$ cat config.mk
export PLATFORM = sky130hd
export DESIGN_NAME = fifo_guard
export DESIGN_NICKNAME = d
export VERILOG_FILES = /design/src/rtl/fifo_guard_pkg.sv /design/src/rtl/fg_idle_watch.sv /design/src/rtl/fg_near_cmp.sv /design/src/rtl/fifo_guard.sv
export SDC_FILE = /design/constraint.sdc
export NUM_CORES = 1
export LEC_CHECK = 0
export CAP_MARGIN = 20
export CORE_MARGIN = 8
export CORE_UTILIZATION = 30
export DETAILED_ROUTE_END_ITERATION = 10
export GPL_ROUTABILITY_DRIVEN = 0
export PLACE_DENSITY = 0.57
export REMOVE_ABC_BUFFERS = 1
export SYNTH_ARGS = -nofsm -noshare
export SYNTH_HDL_FRONTEND = slang
export SYNTH_SLANG_ARGS = --single-unit
$ cat constraint.sdc
create_clock -name clk -period 1.7 [get_ports clk]
set_input_delay 0.255 -clock clk [delete_from_list [all_inputs] [get_ports clk]]
set_output_delay 0.255 -clock clk [all_outputs]
set_load 0.005 [all_outputs]
$ cat src/rtl/fifo_guard_pkg.sv
package fifo_guard_pkg;
   localparam int unsigned CH_RX  = 0;
   localparam int unsigned CH_TX  = 1;
   localparam int unsigned NUM_CH = 2;

   // bits needed to hold any occupancy value from 0 to depth inclusive
   function automatic int unsigned occ_width(input int unsigned depth);
      return $clog2(depth + 1);
   endfunction
endpackage

$ cat src/rtl/fg_idle_watch.sv
// Idle-progress watchdog: counts armed cycles with no progress and raises a
// sticky flag on the LIMIT-th consecutive one.
module fg_idle_watch #(
   parameter int unsigned TO_W  = 10,
   parameter int unsigned LIMIT = 999
) (
   input  logic clk,
   input  logic rst,
   input  logic arm,
   input  logic progress,
   input  logic clr,
   output logic timeout
);
   localparam logic [TO_W-1:0] LIM_V  = TO_W'(LIMIT);
   localparam logic [TO_W-1:0] LAST_V = TO_W'(LIMIT - 1);

   generate
      if (LIMIT < 1 || LIMIT >= (64'd1 << TO_W)) begin : g_bad_limit
         $error("fg_idle_watch: LIMIT must fit in TO_W bits and be nonzero");
      end
   endgenerate

   logic [TO_W-1:0] idle_cnt;
   logic            idle;

   assign idle = arm & ~progress;

   always_ff @(posedge clk) begin
      if (rst || clr) begin
         idle_cnt <= '0;
      end else if (!idle) begin
         idle_cnt <= '0;
      end else if (idle_cnt != LIM_V) begin
         idle_cnt <= idle_cnt + 1'b1;
      end
   end

   always_ff @(posedge clk) begin
      if (rst || clr) begin
         timeout <= 1'b0;
      end else if (idle && idle_cnt == LAST_V) begin
         timeout <= 1'b1;
      end
   end
endmodule

$ cat src/rtl/fg_near_cmp.sv
// Nearly-full decision on the free-entry count: (free - 1) < NEAR_LIM,
// with an empty free count (buffer full) also counted as nearly full.
module fg_near_cmp #(
   parameter int unsigned DEPTH    = 32,
   parameter int unsigned FREE_W   = 6,
   parameter int unsigned NEAR_LIM = 20
) (
   input  logic [FREE_W-1:0] free_cnt,
   output logic              near
);
   localparam logic [FREE_W-1:0] TH_V = FREE_W'(NEAR_LIM);

   generate
      if (NEAR_LIM >= DEPTH) begin : g_bad_lim
         $error("fg_near_cmp: NEAR_LIM must be below DEPTH");
      end
      if ((64'd1 << FREE_W) <= DEPTH) begin : g_bad_w
         $error("fg_near_cmp: FREE_W too narrow for DEPTH");
      end
   endgenerate

   // free - 1 < NEAR_LIM  <=>  free <= NEAR_LIM (no wrap at free == 0)
   assign near = (free_cnt <= TH_V);
endmodule

$ cat src/rtl/fifo_guard.sv
module fifo_guard #(
   parameter int unsigned DEPTH    = 32,
   parameter int unsigned FREE_W   = fifo_guard_pkg::occ_width(32),
   parameter int unsigned NEAR_LIM = 20,
   parameter int unsigned TO_W     = 10,
   parameter int unsigned RX_LIMIT = 999,
   parameter int unsigned TX_LIMIT = 999
) (
   input  logic              clk,
   input  logic              rst,
   input  logic              rx_wr,
   input  logic              tx_rd,
   input  logic [FREE_W-1:0] rx_free,
   input  logic              rx_expect,
   input  logic              tx_queued,
   input  logic              rx_clr,
   input  logic              tx_clr,
   output logic              nearfull,
   output logic              rxtimeout,
   output logic              txtimeout
);
   import fifo_guard_pkg::*;

   generate
      if (FREE_W < occ_width(DEPTH)) begin : g_bad_free_w
         $error("fifo_guard: FREE_W cannot hold DEPTH");
      end
   endgenerate

   logic [NUM_CH-1:0] arm_v, prog_v, clr_v, to_v;

   assign arm_v[CH_RX]  = rx_expect;
   assign arm_v[CH_TX]  = tx_queued;
   assign prog_v[CH_RX] = rx_wr;
   assign prog_v[CH_TX] = tx_rd;
   assign clr_v[CH_RX]  = rx_clr;
   assign clr_v[CH_TX]  = tx_clr;

   for (genvar g = 0; g < NUM_CH; g++) begin : g_ch
      localparam int unsigned LIM = (g == CH_RX) ? RX_LIMIT : TX_LIMIT;
      fg_idle_watch #(
         .TO_W  (TO_W),
         .LIMIT (LIM)
      ) u_watch (
         .clk      (clk),
         .rst      (rst),
         .arm      (arm_v[g]),
         .progress (prog_v[g]),
         .clr      (clr_v[g]),
         .timeout  (to_v[g])
      );
   end

   fg_near_cmp #(
      .DEPTH    (DEPTH),
      .FREE_W   (FREE_W),
      .NEAR_LIM (NEAR_LIM)
   ) u_near (
      .free_cnt (rx_free),
      .near     (nearfull)
   );

   assign rxtimeout = to_v[CH_RX];
   assign txtimeout = to_v[CH_TX];
endmodule

After elaboration in Yosys (flattened, before gate mapping)
Cells that the tools add are included.

Eq/ne operators: 4. Reduce and logical (&&, ||, !) cells: 6. Bitwise gates (word level): 6. Order comparisons: 1. Add/sub/neg operators: 2.

Operators by type and width (number): adder 10 x 1 -> 10 bit (second input constant) (2); == test 10 bit (second input constant) (2); != test 10 bit (second input constant) (2); <= comparator 6 x 5 -> 1 bit (second input constant) (1); NOT 1 bit (4); OR reduction 2 bit (2); bitwise AND 1 bit (2); logical AND 1 bit (2); logical OR 1 bit (2).

Output and inout port bits: 3. Bits of input ports: 14. Logic and storage cells: 23. Bits in registers: 22.

Logic depth before layout (Yosys ltp)
Word-level depth: 4. Gate-level depth with buffers: 5. Gate-level depth less buffers: 5.

Modules after synthesis
Synthesis repeated with hierarchy kept, for this count alone.

Cell total of the unflattened synthesis: 122. Area total of the unflattened synthesis: 1056.0 um2.

By module, submodules not included: fg_idle_watch (seq. area each 220.2 um2, cells each 60, area each 516.7 um2, instances 2); fg_near_cmp (seq. area each 0.0 um2, cells each 2, area each 22.5 um2, instances 1).

Least setup slack after synthesis
Ideal clock, no wire load.

Kind: flip-flop to flip-flop. Start point: register g_ch[0].u_watch.idle_cnt[1]. End point: register g_ch[0].u_watch.idle_cnt[8]. Library setup time: 70 ps. Arrival time: 1392 ps. Clock period less this slack: 1462 ps. Cell stages (with the launch flop): 5. Path buffers: 0. Path slack: 238 ps. Data required time: 1630 ps. Cell sequence: dfxtp_1 > ha_1 > nand3_1 > or4_1 > a21oi_1.

Longest elaborated chain between the ends: 1. Elaborated cells on any way between the ends: 2. Those cells by class: add/sub (1); eq/ne (1).

Ends and longest elaborated chain: start: declaration (RTL line fg_idle_watch.sv:23) `logic [TO_W-1:0] idle_cnt;`; start signal: assignment (RTL line fg_idle_watch.sv:34) `idle_cnt <= idle_cnt + 1'b1;`; adder 10 x 1 -> 10 bit / != test 10 bit (equally long branches) (RTL line fg_idle_watch.sv:34, fg_idle_watch.sv:33).

Several ways; a longest one is shown, not always the timed one. A chain may end at the register's enable or synchronous reset.

Worst setup path after layout
Start point: register g_ch[0].u_watch.idle_cnt[0]. End point: register g_ch[0].u_watch.idle_cnt[8].

The elaborated chain is that of the path after synthesis.

==> impl_metrics.prom <==
# TYPE chip_impl_metric gauge
chip_impl_metric{name="fraction_of_final_layout_cells_sized_beyond_drive_strength_1",unit="%"} 11.6
chip_impl_metric{name="synth_cell_type_count",unit=""} 32
chip_impl_metric{name="count_of_antenna_diodes_in_the_layout",unit=""} 0
chip_impl_metric{name="pint",unit="mW"} 0.691
chip_impl_metric{name="port_buffers",unit=""} 16
chip_impl_metric{name="seq_area_frac_synth",unit="%"} 40.1
chip_impl_metric{name="sw_frac_of_total",unit="%"} 21.0
chip_impl_metric{name="largest_voltage_drop_on_the_vdd_net",unit="mV"} 0.323
chip_impl_metric{name="avgSynthCellArea",unit="µm²"} 8.71
chip_impl_metric{name="detailed_router_s_first_iteration_violation_count",unit=""} 32
chip_impl_metric{name="timing.critical_path.buf_inv",unit=""} 0
chip_impl_metric{name="multi_input_comb_area",unit="µm²"} 629
chip_impl_metric{name="placement_rows",unit=""} 22
chip_impl_info{name="layout.cells.most_common_list",value="sky130_fd_sc_hd__dfxtp_1 (22), sky130_fd_sc_hd__nand2_1 (15), sky130_fd_sc_hd__clkdlybuf4s50_1 (15)"} 1
chip_impl_metric{name="cts-root-to-sink-buffers",unit=""} 2
chip_impl_info{name="timing.critical_path.cells",value="ha_1 -> nand3_1 -> or4_1 -> a21oi_1"} 1
chip_impl_metric{name="n_fill_cell",unit=""} 393
chip_impl_metric{name="worst_slack",unit="ns"} 0.192
chip_impl_metric{name="via_count_of_the_first_global_routing_pass",unit=""} 1038
chip_impl_metric{name="use_met2",unit="%"} 14.4
chip_impl_metric{name="power.share.clock",unit="%"} 33.7
chip_impl_metric{name="drt_drc_violations_left",unit=""} 0
chip_impl_metric{name="critPathMaxFanout",unit=""} 5
chip_impl_info{name="cp_top_family",value="simple AND/OR/NAND/NOR gates"} 1
chip_impl_metric{name="die_x",unit="µm"} 76.5
chip_impl_metric{name="coreArea",unit="µm²"} 3580
chip_impl_info{name="yosys_most_used_dff",value="sky130_fd_sc_hd__dfxtp_1"} 1
chip_impl_metric{name="detailed_place_hpwl",unit="µm"} 1970
chip_impl_metric{name="floorplan.initialDensity",unit="%"} 30.7
chip_impl_metric{name="regArea",unit="µm²"} 440
chip_impl_metric{name="skew",unit="ns"} 0.00272
chip_impl_metric{name="fin_util",unit="%"} 40.0
chip_impl_metric{name="tns",unit="ns"} 0
chip_impl_metric{name="timing.max_cap.violations",unit=""} 0
chip_impl_info{name="result_of_the_run",value="completed"} 1
chip_impl_info{name="tritoncts",value="yes"} 1
chip_impl_metric{name="clock_latency",unit="ns"} 0.31
chip_impl_info{name="timing.hold.worst.start",value="g_ch[0].u_watch.idle_cnt[9]"} 1
chip_impl_metric{name="drt-total-wl",unit="µm"} 2510
chip_impl_metric{name="grt-ovfl-total",unit=""} 0
chip_impl_info{name="most_used_routing_layer_in_global_routing",value="met2"} 1
chip_impl_metric{name="synth.cell_area",unit="µm²"} 1100
chip_impl_metric{name="worst_slew_pin_slew",unit="ns"} 0.490
chip_impl_metric{name="dp_slack",unit="ns"} -0.113
chip_impl_metric{name="detail-route-antenna-nets",unit=""} 0
chip_impl_metric{name="syn-instance-count",unit=""} 126
chip_impl_metric{name="i_o_pin_total",unit=""} 17
chip_impl_metric{name="ys_seq_elements",unit=""} 22
chip_impl_metric{name="postCtsSetupBuffers",unit=""} 0
chip_impl_metric{name="critPathMaxStageDelay",unit="ns"} 0.53
chip_impl_info{name="ctsRootBufferMaster",value="sky130_fd_sc_hd__clkbuf_4"} 1
chip_impl_metric{name="power_density",unit="nW/µm²"} 612
chip_impl_info{name="critical_path.slowest_cell",value="sky130_fd_sc_hd__or4_1"} 1
chip_impl_info{name="path_class",value="flip-flop to flip-flop"} 1
chip_impl_metric{name="num_vias",unit=""} 1033
chip_impl_metric{name="grt_util_met3",unit="%"} 2.12
chip_impl_metric{name="grt_start_max_net_pins",unit=""} 13
chip_impl_metric{name="number_of_synthesized_flops_with_an_enable_pin",unit=""} 0
chip_impl_metric{name="finalMaxSlewViolations",unit=""} 0
chip_impl_metric{name="power.share.combinational",unit="%"} 7.0
chip_impl_metric{name="nNetsFinal",unit=""} 174
chip_impl_metric{name="min_period_over_period",unit="%"} 88.7
chip_impl_metric{name="layout_min_cycle_time",unit="ns"} 1.51
chip_impl_info{name="worstSetupStartpointType",value="flip-flop"} 1
chip_impl_metric{name="power_frac_seq",unit="%"} 59.3
chip_impl_metric{name="setup_violations",unit=""} 0
chip_impl_metric{name="max_freq",unit="GHz"} 0.663
chip_impl_metric{name="die_area",unit="µm²"} 5850
chip_impl_metric{name="hold_violations",unit=""} 0
chip_impl_metric{name="p_switching",unit="mW"} 0.184
chip_impl_info{name="r2r-start",value="g_ch[0].u_watch.idle_cnt[0]"} 1
chip_impl_metric{name="slew_headroom",unit="%"} 66.9
chip_impl_metric{name="clk_pin_slew_worst_paths",unit="ns"} 0.13
chip_impl_info{name="worstHoldPathType",value="flip-flop to flip-flop"} 1
chip_impl_metric{name="die_height",unit="µm"} 76.5
chip_impl_metric{name="groute.layer.met1.usage",unit="%"} 10.3
chip_impl_metric{name="wl_per_cell",unit="µm"} 12.4
chip_impl_metric{name="cts.sinks",unit=""} 22
chip_impl_metric{name="cp_data_arrival_time",unit="ns"} 1.76
chip_impl_metric{name="cellLeakagePower",unit="nW"} 0.472
chip_impl_info{name="grt_setup_unrepaired",value="false"} 1
chip_impl_metric{name="cts-buffers-inserted",unit=""} 3
chip_impl_metric{name="synth-async-reset-ratio",unit="%"} 0
chip_impl_info{name="worstSetupStartpoint",value="g_ch[0].u_watch.idle_cnt[0]"} 1
chip_impl_metric{name="antenna_found_initial",unit=""} 0
chip_impl_metric{name="detail_route.vias_per_cell",unit=""} 5.09
chip_impl_info{name="worstSetupEndpointType",value="flip-flop"} 1
chip_impl_metric{name="detail_route.first_pass.iterations",unit=""} 4
chip_impl_metric{name="yosysWarnings",unit=""} 0
chip_impl_info{name="mostFrequentLayoutCell",value="sky130_fd_sc_hd__dfxtp_1"} 1
chip_impl_metric{name="cts-htree-levels",unit=""} 1
chip_impl_metric{name="groute.usage.overall",unit="%"} 8.54
chip_impl_metric{name="area.growth.synth_to_final",unit="%"} 30.3
chip_impl_metric{name="cp_data_required_time",unit="ns"} 1.95
chip_impl_metric{name="first_pass_grt_wire_length",unit="µm"} 4370
final cells by class:
| cell class | instances | area share [%] |
|---|---|---|
| well taps | 48 | 4.20 |
| inverters | 4 | 1.05 |
| repair buffers | 28 | 17.4 |
| flip-flops and latches | 22 | 30.8 |
| clock buffers | 4 | 2.54 |
| multi-input cells | 97 | 44.0 |
synthesized netlist by cell type, types with 3 or more instances:
| master | count | area (µm²) |
|---|---|---|
| sky130_fd_sc_hd__a21oi_1 | 12 | 60.1 |
| sky130_fd_sc_hd__a311o_1 | 3 | 30.0 |
| sky130_fd_sc_hd__a31oi_1 | 4 | 25.0 |
| sky130_fd_sc_hd__dfxtp_1 | 22 | 440 |
| sky130_fd_sc_hd__ha_1 | 4 | 50.1 |
| sky130_fd_sc_hd__inv_1 | 4 | 15.0 |
| sky130_fd_sc_hd__mux2i_1 | 4 | 40.0 |
| sky130_fd_sc_hd__nand2_1 | 15 | 56.3 |
| sky130_fd_sc_hd__nand2b_1 | 3 | 18.8 |
| sky130_fd_sc_hd__nand3_1 | 6 | 30.0 |
| sky130_fd_sc_hd__nand4_1 | 4 | 25.0 |
| sky130_fd_sc_hd__o21ai_0 | 8 | 40.0 |
| sky130_fd_sc_hd__o31ai_1 | 4 | 30.0 |
| sky130_fd_sc_hd__or3_1 | 5 | 31.3 |
| sky130_fd_sc_hd__or4_1 | 4 | 30.0 |
flip-flops by register name (all words and copies together) (netlist names):
register / flops
g_ch.u_watch.idle_cnt: 20
g_ch.u_watch.timeout: 2
worst register-to-register path: cells and delay by family, from the launching register on:
family | cells | cell delay (ns)
and+or+nand+nor | 2 | 0.67
adders and majority gates | 1 | 0.20
AOI/OAI and AO/OA | 1 | 0.16
DFF | 1 | 0.43
kinds of logic after synthesis:
group,synth area share (%)
fa+ha+maj,4.56
flops,40.1
xor+xnor,1.60
buf+inv,2.51
simple gates,29.9
compound gates,17.7
mux,3.65
path summary, 6_finish.rpt:
check | to | depth (start not counted) | slack (ns)
worst max-delay path | g_ch[0].u_watch.idle_cnt[8] | 4 | 0.19
worst min-delay path | g_ch[0].u_watch.idle_cnt[9] | 2 | 0.48
worst max register to register | g_ch[0].u_watch.idle_cnt[8] | 4 | 0.19
worst min register to register | g_ch[0].u_watch.idle_cnt[9] | 2 | 0.48
metrics by stage:
| stage | cell area (µm²) | hold WS (ns) | power (mW) | cells |
|---|---|---|---|---|
| after floorplan | 1080 | 0.332 | 0.542 | 123 |
| after CTS | 1430 | 0.490 | 0.888 | 203 |
| final | 1430 | 0.483 | 0.875 | 203 |
| after global routing | 1430 | 0.517 | 0.908 | 203 |
| after global placement | 1400 | 0.458 | 0.592 | 199 |
| after detailed placement | 1400 | 0.472 | 0.593 | 199 |
power groups by stage:
| stage | clock, mW | combinational (mW) | sequential (mW) |
|---|---|---|---|
| 2_1_floorplan | 0 | 0.0119 | 0.530 |
| 3_3_place_gp | 0 | 0.0618 | 0.530 |
| 3_5_place_dp | 0 | 0.0626 | 0.530 |
| 4_1_cts | 0.307 | 0.0621 | 0.519 |
| 5_1_grt | 0.322 | 0.0669 | 0.519 |
| 6_report | 0.295 | 0.0613 | 0.519 |
timing repair:
action / CTS / global route
gates resized for setup: 2 / 0
hold buffers: 0 / 0
setup endpoints to repair: 1 / 0
metal layers:
metal / routed length, µm / up-vias
met2: 1190 / 14
met3: 87 / 2
met4: 12 / 0
li1: - / 536
met1: 1220 / 481
met5: 0 / -
Power figures use the tool's default switching activity.
